==> src/rtl/exc_pkg.sv <==
package exc_pkg;
   // Stages that hold an instruction ahead of the commit point (decode, execute, memory).
   localparam int unsigned N_QUEUED = 3;
   localparam int unsigned MIN_CAUSE_W = 4;
endpackage

==> src/rtl/exc_pipe_stage.sv <==
module exc_pipe_stage #(
   parameter int unsigned PC_W    = 32,
   parameter int unsigned CAUSE_W = 4
) (
   input  logic               clk,
   input  logic               rst_n,
   input  logic               kill_i,
   input  logic               up_valid_i,
   input  logic [PC_W-1:0]    up_pc_i,
   input  logic [CAUSE_W-1:0] up_cause_i,
   input  logic [CAUSE_W-1:0] raise_i,
   output logic               valid_o,
   output logic [PC_W-1:0]    pc_o,
   output logic [CAUSE_W-1:0] cause_o
);
   logic [CAUSE_W-1:0] carried;

   // An older code already attached to the instruction wins over a new one.
   always_comb begin
      carried = '0;
      if (up_valid_i) begin
         carried = (up_cause_i != '0) ? up_cause_i : raise_i;
      end
   end

   always_ff @(posedge clk) begin
      if (!rst_n) begin
         valid_o <= 1'b0;
         pc_o    <= '0;
         cause_o <= '0;
      end else if (kill_i) begin
         valid_o <= 1'b0;
         pc_o    <= up_pc_i;
         cause_o <= '0;
      end else begin
         valid_o <= up_valid_i;
         pc_o    <= up_pc_i;
         cause_o <= carried;
      end
   end

   p_kill_r4: assert property (@(posedge clk) disable iff (!rst_n)
      kill_i |=> !valid_o);
   p_keep_earlier_r2: assert property (@(posedge clk) disable iff (!rst_n)
      (!kill_i && up_valid_i && up_cause_i != '0) |=> cause_o == $past(up_cause_i));
   p_empty_ignored_r11: assert property (@(posedge clk) disable iff (!rst_n)
      (!up_valid_i) |=> (!valid_o && cause_o == '0));
endmodule

==> src/rtl/exc_commit_arb.sv <==
module exc_commit_arb #(
   parameter int unsigned        CAUSE_W  = 4,
   parameter logic [CAUSE_W-1:0] IRQ_CODE = 4'd8
) (
   input  logic               clk,
   input  logic               rst_n,
   input  logic               m_valid_i,
   input  logic [CAUSE_W-1:0] m_carried_i,
   input  logic [CAUSE_W-1:0] m_local_i,
   input  logic               irq_i,
   input  logic               ie_i,
   output logic               take_o,
   output logic [CAUSE_W-1:0] code_o
);
   logic irq_hit;

   assign irq_hit = m_valid_i & ie_i & irq_i;

   always_comb begin
      code_o = '0;
      if (irq_hit) begin
         code_o = IRQ_CODE;
      end else if (m_valid_i) begin
         code_o = (m_carried_i != '0) ? m_carried_i : m_local_i;
      end
   end

   assign take_o = (code_o != '0);

   p_commit_only_r1: assert property (@(posedge clk) disable iff (!rst_n)
      !m_valid_i |-> !take_o);
   p_irq_override_r3: assert property (@(posedge clk) disable iff (!rst_n)
      (m_valid_i && ie_i && irq_i) |-> (take_o && code_o == IRQ_CODE));
   p_irq_masked_r3: assert property (@(posedge clk) disable iff (!rst_n)
      (!ie_i && m_valid_i && m_carried_i == '0 && m_local_i == '0) |-> !take_o);
   p_mem_last_r2: assert property (@(posedge clk) disable iff (!rst_n)
      (m_valid_i && !irq_hit && m_carried_i != '0) |-> code_o == m_carried_i);
endmodule

==> src/rtl/exc_ctrl_csr.sv <==
module exc_ctrl_csr #(
   parameter int unsigned PC_W    = 32,
   parameter int unsigned CAUSE_W = 4
) (
   input  logic               clk,
   input  logic               rst_n,
   input  logic               take_i,
   input  logic [CAUSE_W-1:0] code_i,
   input  logic [PC_W-1:0]    fault_pc_i,
   input  logic               rfe_i,
   output logic [CAUSE_W-1:0] cause_o,
   output logic [PC_W-1:0]    epc_o,
   output logic               kernel_o,
   output logic               ie_o
);
   always_ff @(posedge clk) begin
      if (!rst_n) begin
         cause_o  <= '0;
         epc_o    <= '0;
         kernel_o <= 1'b1;
         ie_o     <= 1'b0;
      end else if (take_i) begin
         cause_o  <= code_i;
         epc_o    <= fault_pc_i;
         kernel_o <= 1'b1;
         ie_o     <= 1'b0;
      end else if (rfe_i) begin
         kernel_o <= 1'b0;
         ie_o     <= 1'b1;
      end
   end

   p_epc_r5: assert property (@(posedge clk) disable iff (!rst_n)
      take_i |=> epc_o == $past(fault_pc_i));
   p_cause_r6: assert property (@(posedge clk) disable iff (!rst_n)
      take_i |=> cause_o == $past(code_i));
   p_enter_r7: assert property (@(posedge clk) disable iff (!rst_n)
      take_i |=> (kernel_o && !ie_o));
   p_return_r8: assert property (@(posedge clk) disable iff (!rst_n)
      (rfe_i && !take_i) |=> (!kernel_o && ie_o));
   p_hold_r8: assert property (@(posedge clk) disable iff (!rst_n)
      (!rfe_i && !take_i) |=> ($stable(cause_o) && $stable(epc_o) && $stable(kernel_o)));
endmodule

==> src/rtl/exc_commit_unit.sv <==
module exc_commit_unit
   import exc_pkg::*;
#(
   parameter int unsigned        PC_W       = 32,
   parameter int unsigned        CAUSE_W    = 4,
   parameter logic [PC_W-1:0]    HANDLER_PC = 32'h0000_0080,
   parameter logic [CAUSE_W-1:0] IRQ_CODE   = 4'd8
) (
   input  logic               clk,
   input  logic               rst_n,
   input  logic               f_valid_i,
   input  logic [PC_W-1:0]    f_pc_i,
   input  logic [CAUSE_W-1:0] f_cause_i,
   input  logic [CAUSE_W-1:0] d_cause_i,
   input  logic [CAUSE_W-1:0] x_cause_i,
   input  logic [CAUSE_W-1:0] m_cause_i,
   input  logic               irq_i,
   input  logic               rfe_i,
   output logic               d_valid_o,
   output logic               x_valid_o,
   output logic               m_valid_o,
   output logic               wb_valid_o,
   output logic [PC_W-1:0]    wb_pc_o,
   output logic               redirect_o,
   output logic [PC_W-1:0]    redirect_pc_o,
   output logic [CAUSE_W-1:0] cause_o,
   output logic [PC_W-1:0]    epc_o,
   output logic               kernel_mode_o,
   output logic               irq_en_o
);
   localparam int unsigned NQ = N_QUEUED;

   if (CAUSE_W < MIN_CAUSE_W) begin : g_bad_cause_w
      $error("CAUSE_W must be at least %0d", MIN_CAUSE_W);
   end
   if (PC_W < 2) begin : g_bad_pc_w
      $error("PC_W must be at least 2");
   end
   if (IRQ_CODE == '0) begin : g_bad_irq_code
      $error("IRQ_CODE must be non-zero");
   end
   if (NQ != 3) begin : g_bad_depth
      $error("stage fault inputs assume three queued stages");
   end

   // Index 0 is the fetch input; index k is the k-th stage register.
   logic [NQ:0]        sv;
   logic [PC_W-1:0]    spc [0:NQ];
   logic [CAUSE_W-1:0] sc  [0:NQ];
   logic [CAUSE_W-1:0] raise [0:NQ-1];
   logic               take;
   logic [CAUSE_W-1:0] code;
   logic               ie;
   logic               wv;
   logic [PC_W-1:0]    wpc;

   assign sv[0]    = f_valid_i;
   assign spc[0]   = f_pc_i;
   assign sc[0]    = '0;
   assign raise[0] = f_cause_i;
   assign raise[1] = d_cause_i;
   assign raise[2] = x_cause_i;

   for (genvar g = 0; g < NQ; g++) begin : g_stage
      exc_pipe_stage #(
         .PC_W    (PC_W),
         .CAUSE_W (CAUSE_W)
      ) u_stage (
         .clk        (clk),
         .rst_n      (rst_n),
         .kill_i     (take),
         .up_valid_i (sv[g]),
         .up_pc_i    (spc[g]),
         .up_cause_i (sc[g]),
         .raise_i    (raise[g]),
         .valid_o    (sv[g+1]),
         .pc_o       (spc[g+1]),
         .cause_o    (sc[g+1])
      );
   end

   exc_commit_arb #(
      .CAUSE_W  (CAUSE_W),
      .IRQ_CODE (IRQ_CODE)
   ) u_arb (
      .clk         (clk),
      .rst_n       (rst_n),
      .m_valid_i   (sv[NQ]),
      .m_carried_i (sc[NQ]),
      .m_local_i   (m_cause_i),
      .irq_i       (irq_i),
      .ie_i        (ie),
      .take_o      (take),
      .code_o      (code)
   );

   exc_ctrl_csr #(
      .PC_W    (PC_W),
      .CAUSE_W (CAUSE_W)
   ) u_csr (
      .clk        (clk),
      .rst_n      (rst_n),
      .take_i     (take),
      .code_i     (code),
      .fault_pc_i (spc[NQ]),
      .rfe_i      (rfe_i),
      .cause_o    (cause_o),
      .epc_o      (epc_o),
      .kernel_o   (kernel_mode_o),
      .ie_o       (ie)
   );

   // Writeback: the committing instruction passes only if it did not trap.
   always_ff @(posedge clk) begin
      if (!rst_n) begin
         wv  <= 1'b0;
         wpc <= '0;
      end else begin
         wv  <= sv[NQ] & ~take;
         wpc <= spc[NQ];
      end
   end

   assign d_valid_o     = sv[1];
   assign x_valid_o     = sv[2];
   assign m_valid_o     = sv[NQ];
   assign wb_valid_o    = wv;
   assign wb_pc_o       = wpc;
   assign redirect_o    = take;
   assign redirect_pc_o = HANDLER_PC;
   assign irq_en_o      = ie;

   p_wb_kill_r4: assert property (@(posedge clk) disable iff (!rst_n)
      redirect_o |=> !wb_valid_o);
   p_retire_r10: assert property (@(posedge clk) disable iff (!rst_n)
      (m_valid_o && !redirect_o) |=> (wb_valid_o && wb_pc_o == $past(spc[NQ])));
   p_redirect_pc_r7: assert property (@(posedge clk) disable iff (!rst_n)
      redirect_o |-> redirect_pc_o == HANDLER_PC);
endmodule

==> config.mk <==
export PLATFORM = sky130hd
export DESIGN_NAME = exc_commit_unit
export DESIGN_NICKNAME = d
export VERILOG_FILES = /design/src/rtl/exc_pkg.sv /design/src/rtl/exc_pipe_stage.sv /design/src/rtl/exc_commit_arb.sv /design/src/rtl/exc_ctrl_csr.sv /design/src/rtl/exc_commit_unit.sv
export SDC_FILE = /design/constraint.sdc
export NUM_CORES = 1
export LEC_CHECK = 0
export ABC_CLOCK_PERIOD_IN_PS = 2100
export BUFFER_PORTS_ARGS = -buffer_cell sky130_fd_sc_hd__buf_2
export CAP_MARGIN = 15
export CORE_MARGIN = 2
export CORE_UTILIZATION = 30
export DETAILED_ROUTE_END_ITERATION = 7
export PLACE_DENSITY_LB_ADDON = 0.3
export SLEW_MARGIN = 20
export SYNTH_ARGS = -nofsm -noshare
export SYNTH_HDL_FRONTEND = slang
export SYNTH_SLANG_ARGS = --single-unit
==> constraint.sdc <==
create_clock -name clk -period 2.1 [get_ports clk]
set_clock_uncertainty 0.15 [all_clocks]
set_input_delay 0 -clock clk [delete_from_list [all_inputs] [get_ports clk]]
set_output_delay 0 -clock clk [all_outputs]
set_load 0.01 [all_outputs]
==> results by group <==
Outcome
  – Status: completed

Final layout
  – Storage element area: 0.00365 mm2
  – Area occupied by multi-input gates: 0.00174 mm2
  – Design Area, Final: 0.00785 mm2
  – Final nets: 780
  – Layout cells sized above 1: approximately a quarter
  – Diode count: 0
  – Area Overhead vs Synth: 37.0%
  – Fillers: 1796

Power and ir drop
  – Cell Pwr Density: 911 mW/mm2
  – VDD IR max: a little over 0.5 mV
  – Leakage dissipation: 3.92 nW

Setup path
  – Critical path cell sequence: dlygate4sd3_1 -> buf_2 -> or3_1 -> o41ai_4 -> clkbuf_16 -> inv_4 -> buf_6
  – Crit path kind: input port to primary output
  – Crit path max fanout: 10
  – R2r worst-path depth: 6
  – Critical path capture point type: primary output
  – CP startpoint: m_cause_i[1]
  – CP peak stage delay: between 0.5 and 0.6 ns
  – Slowest cell on crit path: dlygate4sd3_1
  – Required time worst endpoint: 1.95 ns
  – Worst EP arrival: 1.83 ns
  – CP Launch Type: input port
  – FF-to-FF Start: g_stage[2].u_stage.cause_o[0]
  – Reg2reg setup slack: about 0.17 ns

STA
  – Hold WS: 0.163 ns
  – Final setup margin: 0.115 ns
  – Setup tns final: 0 ns
  – Final critical-path required period: 1.98 ns
  – RSZ-0062 raised after global routing: false
  – Setup Viol. Count Final: 0
  – Slew headroom: a little under two thirds
  – Fin crit share: between 90% and 100%
  – Final Max Tran Viols: 0
  – Slew @ Worst Pin: 0.532 ns
  – Max frequency: around 500 MHz
  – Fin. Hold Viols: 0

Die
  – Chip height: 142 um
  – Cell Rows: 50
  – Die Area: roughly 0.02 mm2
  – Initial Util: 30.6%
  – I/O pin cnt: 160
  – CORE AREA: 0.0187 mm2
  – Die width: around 140 um

Placement
  – RePlAce Congestion: approximately 0.78
  – Placed cell area: 0.00650 mm2
  – Setup WS pre-CTS: 0.148 ns
  – Dpl hpwl: 6640 um
  – Port buffer count: 127

Synth
  – Yosys warning count: 0
  – Post-synthesis cell type count: 27
  – Post-synthesis cell count: 536
  – Syn_area_per_cell: roughly 11 um2
  – Synthesized cell area: 0.00573 mm2
  – Post-synthesis sequential area ratio: 63.6%
  – Seq cells post-synth: around 180

Clock network
  – CTS max path bufs: 2
  – CTS tree: done
  – TritonCTS sink count: roughly 180
  – Clk slew on worst S/H paths: 0.06 ns
  – Clock root buffer: clkbuf_16
  – Cts bufs inserted: 17
  – Htree depth: 4
  – Clock Latency Late Sink: a little over 0.4 ns

Detailed routing
  – First-pass detailed-route iteration total: 4
  – Vias per cell: 3.99
  – ANT nets after route: 0
  – Routed len/inst: 11.5 um
  – DRC: 0
  – Vias: 3880
  – WL final: 11200 um
  – 1st-iter DRT viols: 154

Min path
  – Hold depth: 6
  – Hold Crit Start: m_cause_i[0]
  – Worst hold path type: input port to flip-flop

Global routing
  – First-pass GRT wire length: 17000 um
  – Number of global-route vias before repair: between 3000 and 4000
  – Largest net degree at the start of global routing: ~110
  – Met3 Use GR: 4.04%
  – All-layer global routing usage: 10.7%
  – Most Crowded Layer GR: met2
  – Grt total ovfl: 0
  – Met2 usage: 16.3%
  – Initial antenna violation count: 0
  – Grt met1 use: a little over an eighth

Run
  – # Max-Cap Violations: 0
-- worst max-delay path: cells and delay by family --
family / cells / cell delay [ns]
buffers and inverters: 5 / 1.06
AND/OR/NAND/NOR: 1 / 0.40
AO/OA/AOI/OAI: 1 / 0.37
-- timing repair --
action                                  in CTS  in global routing
setup buffers                                3                  0
endpoints found under the hold margin       74                  2
pin swaps                                    1                  1
hold buffers                                59                  2
resized for setup                            3                  9
endpoints found under the setup margin       1                 25
gates cloned                                 1                  3
-- cell type report --
cell class | count | share of cell area (%)
sequential | 182 | 46.5
inverter | 35 | 1.71
timing repair buffer | 198 | 18.4
multi-input combinational | 293 | 22.1
clock inverter | 12 | 1.94
clock buffer | 19 | 5.64
tap | 234 | 3.73
-- sequential cells by signal, summed over array words and instances, names as in the netlist --
name	cells
u_csr.ie_o	1
g_stage.u_stage.pc_o	96
g_stage.u_stage.valid_o	3
g_stage.u_stage.cause_o	12
u_csr.kernel_o	1
u_csr.epc_o	32
wb_pc_o	32
wb_valid_o	1
u_csr.cause_o	4
-- cell usage in the layout, fill, tap and decap left out, drive strengths merged, types with 6 or more instances in the layout --
master,n
clkbuf,22
conb,32
and2,99
mux2i,32
o21ai,14
nor4b,11
and3,6
inv,37
buf,134
nor3,10
dlygate4sd3,60
nand2,68
dfxtp,182
-- through the flow --
stage / std cells / total power, mW / utilization, %
5_1_grt: 973 / 7.46 / 42.0
3_3_place_gp: 875 / 3.94 / 34.7
6_report: 973 / 7.15 / 42.0
3_5_place_dp: 875 / 3.94 / 34.7
4_1_cts: 969 / 7.26 / 41.4
2_1_floorplan: 566 / 3.87 / -
-- synth_stat cells --
| cell | number | area, um2 |
|---|---|---|
| nand3_1 | 1 | 5.00 |
| o2111ai_1 | 1 | 8.76 |
| inv_2 | 1 | 3.75 |
| buf_4 | 35 | 263 |
| nor4_1 | 1 | 6.26 |
| a21boi_0 | 4 | 30.0 |
| nor3_1 | 10 | 50.1 |
| nand2b_1 | 1 | 6.26 |
| buf_1 | 2 | 7.51 |
| o21ai_0 | 14 | 70.1 |
| clkbuf_1 | 18 | 67.6 |
| nand4_1 | 3 | 18.8 |
| a2111oi_0 | 1 | 8.76 |
| conb_1 | 2 | 7.51 |
| a31oi_1 | 3 | 18.8 |
| nor2_1 | 2 | 7.51 |
| nor4b_1 | 11 | 96.3 |
| and3_1 | 6 | 37.5 |
| dfxtp_1 | 182 | 3640 |
| or2_2 | 1 | 6.26 |
| mux2i_1 | 32 | 320 |
| buf_2 | 1 | 5.00 |
| inv_1 | 34 | 128 |
| or3_1 | 2 | 12.5 |
| and2_1 | 99 | 619 |
| o41ai_4 | 1 | 27.5 |
| nand2_1 | 68 | 255 |
-- logic make-up (layout without fill, tap and decap cells) --
kind of cell / Yosys count / count (layout) / share of synthesized area [%]
and+or+nand+nor: 205 / 205 / 19.6
DFF: 182 / 182 / 63.6
buffers and inverters: 91 / 264 / 8.27
muxes: 32 / 32 / 5.59
AOI/OAI and AO/OA: 24 / 24 / 2.86
other: 2 / 32 / 0.131
-- where the power goes --
group          internal, mW  switching, mW  leakage (nW)
clock                  1.90           1.29         0.282
combinational         0.206          0.174          2.15
sequential             3.55         0.0320          1.49
-- path summary, 6_finish.rpt --
check                                        to
worst max-delay path                 redirect_o
worst min-delay path                 u_csr.ie_o
worst max register to register  u_csr.epc_o[17]
worst min register to register       wb_pc_o[2]
-- metal layers --
metal | routed length (um) | vias up
li1 | - | 2007
met1 | 5370 | 1725
met2 | 4860 | 133
met3 | 814 | 15
met4 | 158 | 0
met5 | 0 | -
(Power assumes the default switching activity.)
